**src/rtl/ppc_attr_pkg.sv**
```systemverilog
package ppc_attr_pkg;

  typedef enum logic [1:0] {
    GRP_NONE    = 2'd0,
    GRP_APB_INT = 2'd1,
    GRP_APB_EXP = 2'd2,
    GRP_AHB_EXP = 2'd3
  } grp_e;

  typedef enum logic [1:0] {
    MSK_NS  = 2'd0,
    MSK_SP  = 2'd1,
    MSK_NSP = 2'd2
  } msk_e;

  localparam logic [1:0] SIZE_WORD = 2'd2;
  localparam logic [1:0] SIZE_HALF = 2'd1;
  localparam int         INT_CNT   = 2;
  localparam int         EXP_CNT   = 4;

  // Strobes from decode to the mask storage, one per window
  typedef struct packed {
    logic       wr;
    logic       rd;
    grp_e       grp;
    msk_e       msk;
    logic [1:0] idx;
    logic [1:0] lane;
    logic [1:0] size;
  } acc_t;

endpackage

```
**src/rtl/ppc_attr_ctrl.sv**
```systemverilog
module ppc_attr_ctrl
  import ppc_attr_pkg::*;
(
  input  logic        clk,
  input  logic        rstN,
  input  logic        sSel,
  input  logic        sWrite,
  input  logic [11:0] sAddr,
  input  logic [1:0]  sSize,
  input  logic        nSel,
  input  logic        nWrite,
  input  logic [11:0] nAddr,
  input  logic [1:0]  nSize,
  output acc_t        sAcc,
  output acc_t        nAcc
);

  grp_e sGrp, nGrp;
  msk_e sMsk;

  // Secure window map: non-secure masks and secure-privileged masks
  always_comb begin
    sGrp = GRP_NONE;
    sMsk = MSK_NS;
    unique case (sAddr[11:4])
      8'h06: sGrp = GRP_AHB_EXP;
      8'h07: sGrp = (sAddr[3:2] < 2'(INT_CNT)) ? GRP_APB_INT : GRP_NONE;
      8'h08: sGrp = GRP_APB_EXP;
      8'h0A: begin sGrp = GRP_AHB_EXP; sMsk = MSK_SP; end
      8'h0B: begin
        sGrp = (sAddr[3:2] < 2'(INT_CNT)) ? GRP_APB_INT : GRP_NONE;
        sMsk = MSK_SP;
      end
      8'h0C: begin sGrp = GRP_APB_EXP; sMsk = MSK_SP; end
      default: sGrp = GRP_NONE;
    endcase
  end

  // Non-secure window map: only the non-secure-privileged masks
  always_comb begin
    unique case (nAddr[11:4])
      8'h0A:   nGrp = GRP_AHB_EXP;
      8'h0B:   nGrp = (nAddr[3:2] < 2'(INT_CNT)) ? GRP_APB_INT : GRP_NONE;
      8'h0C:   nGrp = GRP_APB_EXP;
      default: nGrp = GRP_NONE;
    endcase
  end

  always_comb begin
    sAcc.wr   = sSel && sWrite && (sSize == SIZE_WORD) && (sAddr[1:0] == 2'b00)
                && (sGrp != GRP_NONE);
    sAcc.rd   = sSel && !sWrite;
    sAcc.grp  = sGrp;
    sAcc.msk  = sMsk;
    sAcc.idx  = sAddr[3:2];
    sAcc.lane = sAddr[1:0];
    sAcc.size = sSize;

    nAcc.wr   = nSel && nWrite && (nSize == SIZE_WORD) && (nAddr[1:0] == 2'b00)
                && (nGrp != GRP_NONE);
    nAcc.rd   = nSel && !nWrite;
    nAcc.grp  = nGrp;
    nAcc.msk  = MSK_NSP;
    nAcc.idx  = nAddr[3:2];
    nAcc.lane = nAddr[1:0];
    nAcc.size = nSize;
  end

  // sub-word writes never raise a write strobe
  a_r7_narrow_no_strobe: assert property (@(posedge clk) disable iff (!rstN)
    (sSel && sWrite && sSize != SIZE_WORD) |-> !sAcc.wr);
  a_r7_narrow_no_strobe_ns: assert property (@(posedge clk) disable iff (!rstN)
    (nSel && nWrite && nSize != SIZE_WORD) |-> !nAcc.wr);

endmodule

```
**src/rtl/ppc_attr_datapath.sv**
```systemverilog
module ppc_attr_datapath
  import ppc_attr_pkg::*;
#(
  parameter int INT_PORTS     = 12,
  parameter int APB_EXP_PORTS = 16,
  parameter int AHB_EXP_PORTS = 16
) (
  input  logic        clk,
  input  logic        rstN,
  input  acc_t        sAcc,
  input  acc_t        nAcc,
  input  logic [31:0] sWdata,
  input  logic [31:0] nWdata,
  output logic [31:0] sRdata,
  output logic [31:0] nRdata,
  output logic [INT_CNT*INT_PORTS-1:0]     apbIntNonSec,
  output logic [INT_CNT*INT_PORTS-1:0]     apbIntPriv,
  output logic [EXP_CNT*APB_EXP_PORTS-1:0] apbExpNonSec,
  output logic [EXP_CNT*APB_EXP_PORTS-1:0] apbExpPriv,
  output logic [EXP_CNT*AHB_EXP_PORTS-1:0] ahbExpNonSec,
  output logic [EXP_CNT*AHB_EXP_PORTS-1:0] ahbExpPriv
);

  logic [INT_PORTS-1:0]     intNs [INT_CNT];
  logic [INT_PORTS-1:0]     intSp [INT_CNT];
  logic [INT_PORTS-1:0]     intNsp[INT_CNT];
  logic [APB_EXP_PORTS-1:0] apbNs [EXP_CNT];
  logic [APB_EXP_PORTS-1:0] apbSp [EXP_CNT];
  logic [APB_EXP_PORTS-1:0] apbNsp[EXP_CNT];
  logic [AHB_EXP_PORTS-1:0] ahbNs [EXP_CNT];
  logic [AHB_EXP_PORTS-1:0] ahbSp [EXP_CNT];
  logic [AHB_EXP_PORTS-1:0] ahbNsp[EXP_CNT];

  logic [31:0] sWord, nWord, sRdNext, nRdNext;

  // Mask storage; stored width is the port count, so truncation is free
  always_ff @(posedge clk or negedge rstN) begin
    if (!rstN) begin
      for (int i = 0; i < INT_CNT; i++) begin
        intNs[i] <= '0; intSp[i] <= '0; intNsp[i] <= '0;
      end
      for (int i = 0; i < EXP_CNT; i++) begin
        apbNs[i] <= '0; apbSp[i] <= '0; apbNsp[i] <= '0;
        ahbNs[i] <= '0; ahbSp[i] <= '0; ahbNsp[i] <= '0;
      end
    end else begin
      if (sAcc.wr) begin
        unique case (sAcc.grp)
          GRP_APB_INT: if (sAcc.msk == MSK_NS) intNs[sAcc.idx[0]] <= sWdata[INT_PORTS-1:0];
                       else                    intSp[sAcc.idx[0]] <= sWdata[INT_PORTS-1:0];
          GRP_APB_EXP: if (sAcc.msk == MSK_NS) apbNs[sAcc.idx] <= sWdata[APB_EXP_PORTS-1:0];
                       else                    apbSp[sAcc.idx] <= sWdata[APB_EXP_PORTS-1:0];
          GRP_AHB_EXP: if (sAcc.msk == MSK_NS) ahbNs[sAcc.idx] <= sWdata[AHB_EXP_PORTS-1:0];
                       else                    ahbSp[sAcc.idx] <= sWdata[AHB_EXP_PORTS-1:0];
          default: ;
        endcase
      end
      if (nAcc.wr && nAcc.msk == MSK_NSP) begin
        unique case (nAcc.grp)
          GRP_APB_INT: intNsp[nAcc.idx[0]] <= nWdata[INT_PORTS-1:0];
          GRP_APB_EXP: apbNsp[nAcc.idx]    <= nWdata[APB_EXP_PORTS-1:0];
          GRP_AHB_EXP: ahbNsp[nAcc.idx]    <= nWdata[AHB_EXP_PORTS-1:0];
          default: ;
        endcase
      end
    end
  end

  // Read selection, then lane extraction for narrow reads
  always_comb begin
    unique case (sAcc.grp)
      GRP_APB_INT: sWord = (sAcc.msk == MSK_NS) ? 32'(intNs[sAcc.idx[0]]) : 32'(intSp[sAcc.idx[0]]);
      GRP_APB_EXP: sWord = (sAcc.msk == MSK_NS) ? 32'(apbNs[sAcc.idx])    : 32'(apbSp[sAcc.idx]);
      GRP_AHB_EXP: sWord = (sAcc.msk == MSK_NS) ? 32'(ahbNs[sAcc.idx])    : 32'(ahbSp[sAcc.idx]);
      default:     sWord = '0;
    endcase
    unique case (nAcc.grp)
      GRP_APB_INT: nWord = 32'(intNsp[nAcc.idx[0]]);
      GRP_APB_EXP: nWord = 32'(apbNsp[nAcc.idx]);
      GRP_AHB_EXP: nWord = 32'(ahbNsp[nAcc.idx]);
      default:     nWord = '0;
    endcase
  end

  function automatic logic [31:0] laneOf(logic [31:0] w, logic [1:0] lane, logic [1:0] size);
    logic [31:0] sh;
    sh = w >> {lane, 3'b000};
    if (size == SIZE_WORD)      return w;
    else if (size == SIZE_HALF) return {16'b0, sh[15:0]};
    else                        return {24'b0, sh[7:0]};
  endfunction

  assign sRdNext = laneOf(sWord, sAcc.lane, sAcc.size);
  assign nRdNext = laneOf(nWord, nAcc.lane, nAcc.size);

  always_ff @(posedge clk or negedge rstN) begin
    if (!rstN) begin
      sRdata <= '0;
      nRdata <= '0;
    end else begin
      if (sAcc.rd) sRdata <= sRdNext;
      if (nAcc.rd) nRdata <= nRdNext;
    end
  end

  // Per-port outputs: privilege picks between the two privilege masks
  for (genvar i = 0; i < INT_CNT; i++) begin : gInt
    assign apbIntNonSec[i*INT_PORTS +: INT_PORTS] = intNs[i];
    assign apbIntPriv[i*INT_PORTS +: INT_PORTS]   = (intNs[i] & intNsp[i]) | (~intNs[i] & intSp[i]);
  end
  for (genvar i = 0; i < EXP_CNT; i++) begin : gExp
    assign apbExpNonSec[i*APB_EXP_PORTS +: APB_EXP_PORTS] = apbNs[i];
    assign apbExpPriv[i*APB_EXP_PORTS +: APB_EXP_PORTS]   = (apbNs[i] & apbNsp[i]) | (~apbNs[i] & apbSp[i]);
    assign ahbExpNonSec[i*AHB_EXP_PORTS +: AHB_EXP_PORTS] = ahbNs[i];
    assign ahbExpPriv[i*AHB_EXP_PORTS +: AHB_EXP_PORTS]   = (ahbNs[i] & ahbNsp[i]) | (~ahbNs[i] & ahbSp[i]);

    // a secure write strobe to this AHB slot shows on its non-secure outputs next cycle
    a_r2_ns_write_visible: assert property (@(posedge clk) disable iff (!rstN)
      (sAcc.wr && sAcc.grp == GRP_AHB_EXP && sAcc.msk == MSK_NS && sAcc.idx == 2'(i))
      |=> ahbExpNonSec[i*AHB_EXP_PORTS +: AHB_EXP_PORTS] == $past(sWdata[AHB_EXP_PORTS-1:0]));
  end

  // privilege outputs move only after a mask write
  a_r6_priv_only_on_write: assert property (@(posedge clk) disable iff (!rstN)
    !(sAcc.wr || nAcc.wr) |=> ($stable(apbIntPriv) && $stable(apbExpPriv) && $stable(ahbExpPriv)));

  // the non-secure window alone never alters non-secure outputs
  a_r4_nswin_keeps_ns: assert property (@(posedge clk) disable iff (!rstN)
    (nAcc.wr && !sAcc.wr) |=> ($stable(apbIntNonSec) && $stable(apbExpNonSec) && $stable(ahbExpNonSec)));

  // read data holds while no read is selected
  a_r10_rdata_hold: assert property (@(posedge clk) disable iff (!rstN)
    !sAcc.rd |=> $stable(sRdata));
  a_r10_rdata_hold_ns: assert property (@(posedge clk) disable iff (!rstN)
    !nAcc.rd |=> $stable(nRdata));

endmodule

```
**src/rtl/ppc_attr_bank.sv**
```systemverilog
module ppc_attr_bank
  import ppc_attr_pkg::*;
#(
  parameter int INT_PORTS     = 12,
  parameter int APB_EXP_PORTS = 16,
  parameter int AHB_EXP_PORTS = 16
) (
  input  logic        clk,
  input  logic        rstN,
  input  logic        sSel,
  input  logic        sWrite,
  input  logic [11:0] sAddr,
  input  logic [1:0]  sSize,
  input  logic [31:0] sWdata,
  output logic [31:0] sRdata,
  input  logic        nSel,
  input  logic        nWrite,
  input  logic [11:0] nAddr,
  input  logic [1:0]  nSize,
  input  logic [31:0] nWdata,
  output logic [31:0] nRdata,
  output logic [2*INT_PORTS-1:0]     apbIntNonSec,
  output logic [2*INT_PORTS-1:0]     apbIntPriv,
  output logic [4*APB_EXP_PORTS-1:0] apbExpNonSec,
  output logic [4*APB_EXP_PORTS-1:0] apbExpPriv,
  output logic [4*AHB_EXP_PORTS-1:0] ahbExpNonSec,
  output logic [4*AHB_EXP_PORTS-1:0] ahbExpPriv
);

  acc_t sAcc, nAcc;

  ppc_attr_ctrl uCtrl (
    .clk(clk), .rstN(rstN),
    .sSel(sSel), .sWrite(sWrite), .sAddr(sAddr), .sSize(sSize),
    .nSel(nSel), .nWrite(nWrite), .nAddr(nAddr), .nSize(nSize),
    .sAcc(sAcc), .nAcc(nAcc)
  );

  ppc_attr_datapath #(
    .INT_PORTS(INT_PORTS), .APB_EXP_PORTS(APB_EXP_PORTS), .AHB_EXP_PORTS(AHB_EXP_PORTS)
  ) uData (
    .clk(clk), .rstN(rstN), .sAcc(sAcc), .nAcc(nAcc),
    .sWdata(sWdata), .nWdata(nWdata), .sRdata(sRdata), .nRdata(nRdata),
    .apbIntNonSec(apbIntNonSec), .apbIntPriv(apbIntPriv),
    .apbExpNonSec(apbExpNonSec), .apbExpPriv(apbExpPriv),
    .ahbExpNonSec(ahbExpNonSec), .ahbExpPriv(ahbExpPriv)
  );

endmodule

```
**config.mk**
```make
export PLATFORM = sky130hd
export DESIGN_NAME = ppc_attr_bank
export DESIGN_NICKNAME = d
export VERILOG_FILES = /design/src/rtl/ppc_attr_pkg.sv /design/src/rtl/ppc_attr_ctrl.sv /design/src/rtl/ppc_attr_datapath.sv /design/src/rtl/ppc_attr_bank.sv
export SDC_FILE = /design/constraint.sdc
export NUM_CORES = 1
export LEC_CHECK = 0
export ABC_CLOCK_PERIOD_IN_PS = 1650
export BUFFER_PORTS_ARGS = -buffer_cell sky130_fd_sc_hd__buf_2
export CAP_MARGIN = 20
export CORE_ASPECT_RATIO = 0.5
export CORE_MARGIN = 8
export CORE_UTILIZATION = 35
export CTS_CLUSTER_SIZE = 28
export DETAILED_ROUTE_END_ITERATION = 8
export GPL_TIMING_DRIVEN = 0
export MAX_ROUTING_LAYER = met4
export PLACE_DENSITY = 0.57
export SLEW_MARGIN = 20
export SYNTH_ARGS = -nofsm -noshare
export SYNTH_HDL_FRONTEND = slang
export SYNTH_SLANG_ARGS = --single-unit
```
**constraint.sdc**
```tcl
create_clock -name clk -period 1.65 [get_ports clk]
set_input_delay 0.33 -clock clk [delete_from_list [all_inputs] [get_ports clk]]
set_output_delay 0.33 -clock clk [all_outputs]
set_load 0.02 [all_outputs]
```
==> flow_metrics.tcl, run 1 <==
set metrics [dict create \
    status "finished, violations left" \
    violations "negative setup slack" \
    cap_viol_max_count 0 \
    clk_pin_slew_ns 0.06 \
    cp-start-kind "input port" \
    dieHeight_microns 203.4 \
    holdCritPathClass "in2reg" \
    track_usage 0.2688 \
    crit_required_ns 2.11 \
    regArea_sq_um 12220 \
    drt_iter0_markers 1839 \
    finClkSkew_ns 0.01563 \
    cp_slowest_cell "mux2_2" \
    synth_edf_count 0 \
    antenna_found_initial 1 \
    power_density_nw_per_um2 682.8 \
    power_mw 24.79 \
    holdWs_ns 0.07911 \
    synth_top_family_by_area "multiplexers" \
    drive_gt1_frac 0.6844 \
    instances_no_fill 3431 \
    syn_inst 1702 \
    nNetsFinal 2551 \
    synth_warnings 0 \
    fin_area_sq_um 36310 \
    synthDistinctLibCells 65 \
    syn_area_sq_um 24580 \
    hpwl_microns 73040 \
    pin_count 466 \
    postRouteAntennaNets 0 \
    chipWidth_microns 390.8 \
    reg2reg_slack_ns -0.28 \
    period_share 1.191 \
    critPathCaptureType "flip-flop" \
    design.core.area_sq_um 69260 \
    cp_common_cell "buf_4" \
    grt_util_met3 0.04844 \
    io_buffers 372 \
    fmaxAchievable_mhz 509.0 \
    synth_compound_area_frac 0.03593 \
    wire_per_inst_microns 31.67 \
    grt_busiest_layer "met2" \
    multiInputGateArea_sq_um 13820 \
    place_area_sq_um 28980 \
    place_congestion 0.9002 \
    grt_use_met1 0.3359 \
    finalCoreUtilization 0.5243 \
    drc 0 \
    slew_violations 0 \
    hp-start "sWdata[13]" \
    ys_ff_latch 488 \
    worstSkewPairLatency_ns 0.59 \
    worstMarginPinSlew_ns 0.9516 \
    path_cells "buf_6 > nor4_4 > buf_4 > buf_4 > nand4_1 > buf_6 > or2_4 > nor2_4 > buf_4 > mux2_2" \
    setup_viol 548 \
    setup.worst_path.start "sAddr[10]" \
    dieArea_sq_um 79490 \
    grt_pass1_vias 19780 \
    clock-root-buffer "clkbuf_16" \
    grt_use_met2 0.4481 \
    ys_async_sr_fraction 1.000 \
    synth-simple-area-share 0.03863 \
    start_util 0.3549 \
    cts_buffers 49 \
    rsz0062_at_grt "true" \
    rows 68 \
    dp_cells 3055 \
    fillers 5795 \
    hold_viol_final 0 \
    vias 19060 \
    grt_first_pass_wirelength_microns 151400 \
    post-route-min-period_ns 1.965 \
    dr.pass1.iters 5 \
    critPathMaxFanout 6 \
    routed_wl_microns 108600 \
    ys_seq_area_frac 0.4968 \
    synth_xor_area_frac 0.001425 \
    muxShareOfSynthArea 0.3904 \
    htree_levels 2 \
    path_class "in2reg" \
    layout_setup_ws_ns -0.3148 \
    grt_overflow 0 \
    syn_to_final_growth_pct 47.71 \
    viasPerCell 5.555 \
    p_leak_nw 17.66 \
    cp_data_arrival_time_ns 2.43 \
    yosys.area_share.adder 0 \
    ys.flop_type "dfrtp_1" \
    cts_tree "yes" \
    r2r_start "uData.apbExpNonSec[56]" \
    critical-path-max-stage-delay_ns 0.36 \
    cts_buffer_depth 3 \
    syn_area_per_cell_sq_um 14.44 \
    slew_headroom 0.3656 \
    peakVddDrop_v 0.0006436 \
    clock_sinks 488 \
    grt_max_degree 98 \
]
[report_power, final]
part	leakage [nW]	switching [mW]	total [mW]	internal [mW]
combinational	10.1	1.15	1.67	0.512
clock	0.747	4.99	11.1	6.15
sequential	6.80	0.0121	12.0	12.0
total	17.7	6.15	24.8	18.6
[flip-flops by register name (all words and copies together) (netlist names)]
signal and count:
uData.ahbNsp 64, uData.intNsp 24, uData.intSp 24, uData.nRdata 16, uData.apbIntNonSec 24, uData.apbNsp 64
uData.ahbExpNonSec 64, uData.apbSp 64, uData.sRdata 16, uData.ahbSp 64, uData.apbExpNonSec 64
[cells by family after synthesis]
family | Yosys count
mux | 754
flops | 488
simple gates | 167
buf+inv | 159
compound gates | 129
xor+xnor | 4
other cells | 1
[final timing paths]
| path | end | cells after the start |
|---|---|---|
| worst max-delay path | uData.ahbSp[3] | 10 |
| max in group asynchronous | uData.apbExpNonSec[59] | 4 |
| min in group asynchronous | uData.ahbNsp[47] | 2 |
| worst max register to register | uData.sRdata[8] | 5 |
| worst min register to register | uData.nRdata[10] | 2 |
| worst min-delay path | uData.ahbExpNonSec[61] | 2 |
[metal layers]
layer  vias to the layer above  wire length, microns  part of all wire
met4                         0                  4297             0.040
met5                         -                     0                 0
li1                       7811                     -                 -
met2                       771                 53160              0.49
met1                     10250                 43490              0.40
met3                       227                  7705             0.071
[placed cells by master, fill, tap and decap left out, types with 9 or more instances in the layout]
master / count
mux2i_1: 20
buf_12: 49
nand2_8: 11
o21ai_0: 10
o21ai_1: 11
dfrtp_1: 480
buf_1: 13
nor2_1: 15
nand2_1: 43
buf_4: 238
clkbuf_16: 56
nor2_4: 16
a21oi_1: 20
mux4_2: 101
buf_16: 20
buf_2: 219
buf_6: 209
clkbuf_1: 44
a21oi_2: 9
clkbuf_8: 15
mux2i_4: 9
nor2b_1: 9
a22o_1: 12
conb_1: 32
mux2_4: 359
mux2_2: 260
buf_8: 20
[cell type report]
cell class                 count  area share
multi-input combinational   1086      0.3806
sequential                   488      0.3366
timing repair buffer         672      0.1662
buffer                       151     0.04176
clock buffer                  70     0.03842
tap                          945     0.03256
clock inverter                12    0.003205
inverter                       5   0.0005169
antenna                        2   0.0001378
[critical path: cells and delay by family]
family	cells	cell delay [ns]
mux	1	0.36
buf+inv	5	0.88
simple gates	4	0.85
[synthesized netlist by cell type (all sizes together), types with 3 or more instances]
cell type,count,share of area
a22oi,10,0.0031
nand2,61,0.012
and2,3,0.00076
o31a,4,0.0014
o31ai,5,0.0015
a2111o,3,0.0014
nand2b,7,0.0018
mux4,101,0.093
mux2,619,0.28
o22ai,9,0.0023
o21ai,26,0.0054
xor2,3,0.0011
nand3,11,0.0024
a221o,4,0.0016
a211o,4,0.0014
buf,101,0.028
nand4,4,0.0010
nor2,34,0.0054
o22a,3,0.0011
a221oi,4,0.0014
nor3,19,0.0055
a21oi,32,0.0065
clkbuf,53,0.0081
a22o,12,0.0043
mux2i,34,0.014
dfrtp,488,0.50
nor2b,12,0.0031
inv,5,0.00076
[metrics by stage]
step / worst slack (ns) / setup TNS, ns
after floorplan: -0.6302 / -189.60
after global placement: -10.23 / -5547.80
after detailed placement: -2.410 / -606.56
after CTS: -0.2910 / -85.75
after global routing: -0.3729 / -125.15
final: -0.3148 / -99.98
[timing repair]
action                                  in CTS  in global routing
endpoints found under the hold margin       76                  0
hold buffers                                 1                  0
pin swaps                                   50                 33
buffers inserted                           235                 44
gates cloned                                13                  6
endpoints found under the setup margin     581                705
resized for setup                          745                 97
Note: power is estimated with default switching activity, not from simulation.
==> inputs of run 2 (changes only) <==
CORE_UTILIZATION = 40   (was 35)
PLACE_DENSITY = 0.63   (was 0.57)
==> run 2 against run 1 <==
Effect of this change:
- the run ends with negative hold slack, negative setup slack left
- wire length fell by 0.86%
- critical path depth rose by 3
- flip-flop and latch count unchanged
- fmax shrank 2.0%
- global-route usage increased by 2.8 points
- worst setup slack lost 0.040 ns
- clock skew is 0.0081 ns higher
- critical endpoint is now uData.apbExpNonSec[11]
==> flow_metrics.tcl, run 2 (same netlist as run 1, synthesis figures left out) <==
set metrics [dict create \
    status "finished, violations left" \
    violations "negative hold slack, negative setup slack" \
    fmaxAchievable_mhz 498.9 \
    period_share 1.215 \
    critPathCaptureType "flip-flop" \
    peakVddDrop_v 0.0006521 \
    vias 19570 \
    reg2reg_slack_ns -0.27 \
    path_class "in2reg" \
    grt_overflow 0 \
    nNetsFinal 2543 \
    p_leak_nw 17.87 \
    post-route-min-period_ns 2.005 \
    critPathMaxFanout 5 \
    design.core.area_sq_um 60940 \
    dieHeight_microns 191.3 \
    dp_cells 2935 \
    rows 64 \
    r2r-end "uData.sRdata[3]" \
    path_cells "buf_8 > nor4_4 > buf_6 > o21ai_4 > nor3_4 > buf_12 > buf_6 > nor3b_4 > buf_12 > buf_12 > nand2_8 > buf_12 > mux2_2" \
    slew_headroom 0.3770 \
    postRouteAntennaNets 0 \
    holdWs_ns -0.2948 \
    grt_first_pass_wirelength_microns 148000 \
    antenna_found_initial 8 \
    final_cell_mix "472 x dfrtp_1, 391 x mux2_4, 325 x buf_6" \
    clock-root-buffer "clkbuf_16" \
    cts_buffer_depth 3 \
    setup_viol 507 \
    place_congestion 0.9143 \
    wire_per_inst_microns 32.48 \
    start_util 0.4034 \
    htree_levels 2 \
    grt_pass1_vias 19870 \
    clk_pin_slew_ns 0.06 \
    r2r_start "uData.ahbExpNonSec[19]" \
    drive_gt1_frac 0.6884 \
    instances_no_fill 3316 \
    clock_sinks 488 \
    dieArea_sq_um 70130 \
    grt_max_degree 97 \
    cp_slowest_cell "nor4_4" \
    cts_tree "yes" \
    cts_buffers 49 \
    drt_iter0_markers 2130 \
    cp-start-kind "input port" \
    cp_common_cell "buf_12" \
    crit_required_ns 2.11 \
    setup.worst_path.start "sAddr[8]" \
    layout_setup_ws_ns -0.3545 \
    crit_end "uData.apbExpNonSec[11]" \
    syn_to_final_growth_pct 51.49 \
    dr.pass1.iters 5 \
    finalCoreUtilization 0.6111 \
    final_common_cell "dfrtp_1" \
    cp_data_arrival_time_ns 2.46 \
    power_density_nw_per_um2 694.8 \
    worstMarginPinSlew_ns 0.9346 \
    track_usage 0.2972 \
    chipWidth_microns 366.6 \
    place_ws_ns -2.282 \
    worstRegToRegCells 6 \
    slew_violations 0 \
    drc 0 \
    holdCritPathClass "in2async" \
    viasPerCell 5.901 \
    finClkSkew_ns 0.02375 \
    pin_count 466 \
    rsz0062_at_grt "true" \
    hold_viol_final 70 \
    routed_wl_microns 107700 \
    cap_viol_max_count 0 \
    critical-path-max-stage-delay_ns 0.28 \
    hpwl_microns 69870 \
    worstSkewPairLatency_ns 0.60 \
    io_buffers 372 \
]
-- run 2: per-stage QoR --
step / instance area (sq um) / TNS, ns / hold slack [ns] / total power [mW]
global route: 37230 / -125.99 / -0.2526 / 26.43
finish: 37240 / -106.26 / -0.2948 / 25.88
detailed placement: 28830 / -602.61 / 0.3361 / 13.70
CTS: 35760 / -81.46 / -0.2731 / 25.79
floorplan: 25790 / -189.60 / 0.03441 / 12.95
global placement: 28690 / -5443.34 / 0.4610 / 13.65
-- run 2: per-layer routing --
layer | vias up | GRT usage | wire, microns
li1 | 7801 | - | -
met1 | 10340 | 0.3625 | 40610
met2 | 1157 | 0.4842 | 52080
met3 | 268 | 0.07695 | 10600
met4 | 0 | 0.09945 | 4424
met5 | - | - | 0
-- run 2: report_power, final --
group | total, mW | leakage [nW] | switching [mW] | internal (mW)
clock network | 12.2 | 0.846 | 5.13 | 7.06
registers | 12.0 | 6.79 | 0.0115 | 12.0
logic | 1.70 | 10.2 | 1.17 | 0.527
-- run 2: final cells by class --
class                   instances  area, sq um
diodes                          7        17.52
flip-flops and latches        488        12230
well taps                     825         1032
plain buffers                 152         1514
inverters                       5        18.77
clock buffers                  73         1499
clock inverters                17        221.5
fillers                      4409        23700
repair buffers                663         6852
multi-input cells            1086        13850
-- run 2: repair_timing --
item / CTS / global route
resized for setup: 780 / 359
setup buffers: 229 / 45
pin swaps: 52 / 43
hold endpoints to repair: 70 / 70
gates cloned: 18 / 3
endpoints found under the setup margin: 586 / 628
-- run 2: how the worst min path moves through the flow --
stage                     start                      to  slack (ns)  cells past startpoint
2_1_floorplan              rstN   uData.ahbExpNonSec[0]        0.03                      0
5_1_grt                    rstN  uData.ahbExpNonSec[34]       -0.25                      1
4_1_cts                    rstN  uData.ahbExpNonSec[34]       -0.27                      1
6_report                   rstN  uData.ahbExpNonSec[34]       -0.29                      1
3_5_place_dp               rstN  uData.ahbExpNonSec[34]        0.34                      1
3_3_place_gp   uData.nRdata[10]        uData.nRdata[10]        0.46                      2
-- run 2: worst max-delay path: cells and delay by family --
kind | cells | cell delay (ns)
and+or+nand+nor | 4 | 0.75
muxes | 1 | 0.27
AOI/OAI and AO/OA | 1 | 0.07
buffers and inverters | 7 | 1.02
==> inputs of run 3 (changes only) <==
--- a/config.mk
+++ b/config.mk
@@ -10,3 +10,3 @@
 export CAP_MARGIN = 20
-export CORE_ASPECT_RATIO = 0.5
+export CORE_ASPECT_RATIO = 0.9
 export CORE_MARGIN = 8
--- a/constraint.sdc
+++ b/constraint.sdc
@@ -3,2 +3,2 @@
 set_output_delay 0.33 -clock clk [all_outputs]
-set_load 0.02 [all_outputs]
+set_load 0.01 [all_outputs]
==> run 3 against run 2 <==
Effect of this change:
- the run ends with negative setup slack left
- fmax is 2.5% higher
- global-route usage is 1.5 points higher
- register-to-register slack worse by 0.03 ns
- wire length is 1.6% higher
- critical path depth is 8 lower
- utilization is 1.6 points lower
- combinational power is 2% lower
- sequential power hardly changed
- non-clock buffer count is 5 lower
- worst hold slack better by 0.34 ns
- clock skew is 0.0023 ns higher
- largest cell class unchanged
==> flow_metrics.tcl, run 3 (same netlist as run 1, synthesis figures left out) <==
set metrics [dict create \
    dr.pass1.iters 5 \
    worstSkewPairLatency_ns 0.64 \
    design.core.area_sq_um 61010 \
    antenna_found_initial 9 \
    grt_pass1_vias 20270 \
    io_buffers 372 \
    routed_wl_microns 109400 \
    critPathMaxFanout 4 \
    clock-root-buffer "clkbuf_16" \
    hold_end "uData.sRdata[5]" \
    drc 0 \
    worstRegToRegCells 5 \
    path_cells "mux4_2 > mux2_4 > a221oi_4 > o31a_1 > o21ai_1" \
    clock_sinks 488 \
    cts_tree "yes" \
    dp_cells 2902 \
    fillers 4560 \
    viasPerCell 5.945 \
    instances_no_fill 3289 \
    grt_max_degree 99 \
    cp-start-kind "flip-flop" \
    dieHeight_microns 251.2 \
    multiInputGateArea_sq_um 13850 \
    critPathCaptureType "flip-flop" \
    wire_per_inst_microns 33.27 \
    power_mw 25.79 \
    worstMarginPinSlew_ns 1.275 \
    setup_tns_ns -86.34 \
    critical-path-max-stage-delay_ns 0.50 \
    period_share 1.185 \
    grt_first_pass_wirelength_microns 153200 \
    cts_buffers 53 \
    r2r-end "uData.sRdata[1]" \
    htree_levels 2 \
    power_density_nw_per_um2 710.1 \
    slew_headroom 0.1482 \
    hpwl_microns 72550 \
    hp-start "sAddr[1]" \
    crit_required_ns 2.16 \
    start_util 0.4029 \
    finClkSkew_ns 0.02603 \
    peakVddDrop_v 0.0007614 \
    cp_slowest_cell "mux4_2" \
    holdWs_ns 0.04611 \
    final_cell_mix "479 x dfrtp_1, 390 x mux2_4, 229 x mux2_2" \
    path_class "reg2reg" \
    clk_pin_slew_ns 0.07 \
    fmaxAchievable_mhz 511.6 \
    hold_viol_final 0 \
    chipWidth_microns 277.3 \
    min_path_cells 3 \
    regArea_sq_um 12220 \
    pin_count 466 \
    grt_overflow 0 \
    cap_viol_max_count 0 \
    nNetsFinal 2542 \
    layout_setup_ws_ns -0.3048 \
    syn_to_final_growth_pct 47.72 \
    rows 86 \
    drive_gt1_frac 0.6817 \
    track_usage 0.3126 \
    status "finished, violations left" \
    holdCritPathClass "in2reg" \
    dieArea_sq_um 69650 \
    reg2reg_slack_ns -0.30 \
    cp_data_arrival_time_ns 2.47 \
    post-route-min-period_ns 1.955 \
    rsz0062_at_grt "true" \
    r2r_start "uData.apbExpNonSec[57]" \
    postRouteAntennaNets 0 \
    p_leak_nw 17.73 \
    drt_iter0_markers 1904 \
    place_congestion 0.9210 \
    slew_violations 0 \
    final_common_cell "dfrtp_1" \
    vias 19550 \
    setup_viol 573 \
    violations "negative setup slack" \
    cts_buffer_depth 3 \
]
==> run 3: where the power goes <==
part           internal (mW)  switching [mW]  leakage, nW
Combinational          0.526            1.13         10.1
Clock                   6.96            5.17        0.859
Sequential              12.0         0.00924         6.80
==> run 3: worst max path at each step <==
stage,start,end,slack (ns)
after floorplan,sAddr[5],uData.ahbSp[28],-0.63
after global placement,rstN,uData.apbExpNonSec[29],-9.69
after detailed placement,sAddr[3],uData.apbSp[7],-2.19
after CTS,uData.apbExpNonSec[57],uData.sRdata[1],-0.26
after global routing,uData.apbExpNonSec[57],uData.sRdata[1],-0.35
final,uData.apbExpNonSec[57],uData.sRdata[1],-0.30
==> run 3: repair_timing <==
action | CTS | global route
gates cloned | 20 | 1
resized for setup | 623 | 108
pin swaps | 58 | 25
hold buffers | 1 | 0
setup endpoints to repair | 577 | 652
setup buffers | 245 | 26
endpoints found under the hold margin | 43 | 0
==> run 3: final cells by class <==
class                      instances  area share
multi-input combinational       1086      0.3814
sequential                       488      0.3366
timing repair buffer             661      0.1662
clock buffer                      82     0.04393
buffer                           149     0.03900
tap                              792     0.02729
clock inverter                    14    0.004169
antenna                           12   0.0008269
inverter                           5   0.0005168
==> run 3: metrics by stage <==
stage / cell area [sq um] / setup WS (ns) / utilization
floorplan: 25790 / -0.6302 / -
global placement: 28640 / -9.693 / 0.4695
detailed placement: 28790 / -2.186 / 0.4719
CTS: 35910 / -0.2563 / 0.5885
global route: 36300 / -0.3545 / 0.5950
finish: 36310 / -0.3048 / 0.5952
==> run 3: critical path, delay by kind of cell, from the launching register on <==
family | cells | cell delay (ns)
multiplexers | 2 | 0.80
AO/OA/AOI/OAI | 3 | 0.62
flip-flops | 1 | 0.42
==> run 3: per-layer routing <==
| metal | wire length (microns) | global-route usage | up-vias |
|---|---|---|---|
| met5 | 0 | - | - |
| met4 | 5646 | 0.1350 | 0 |
| met3 | 10500 | 0.09260 | 275 |
| met2 | 49360 | 0.4667 | 1108 |
| met1 | 43930 | 0.3947 | 10360 |
| li1 | - | - | 7814 |
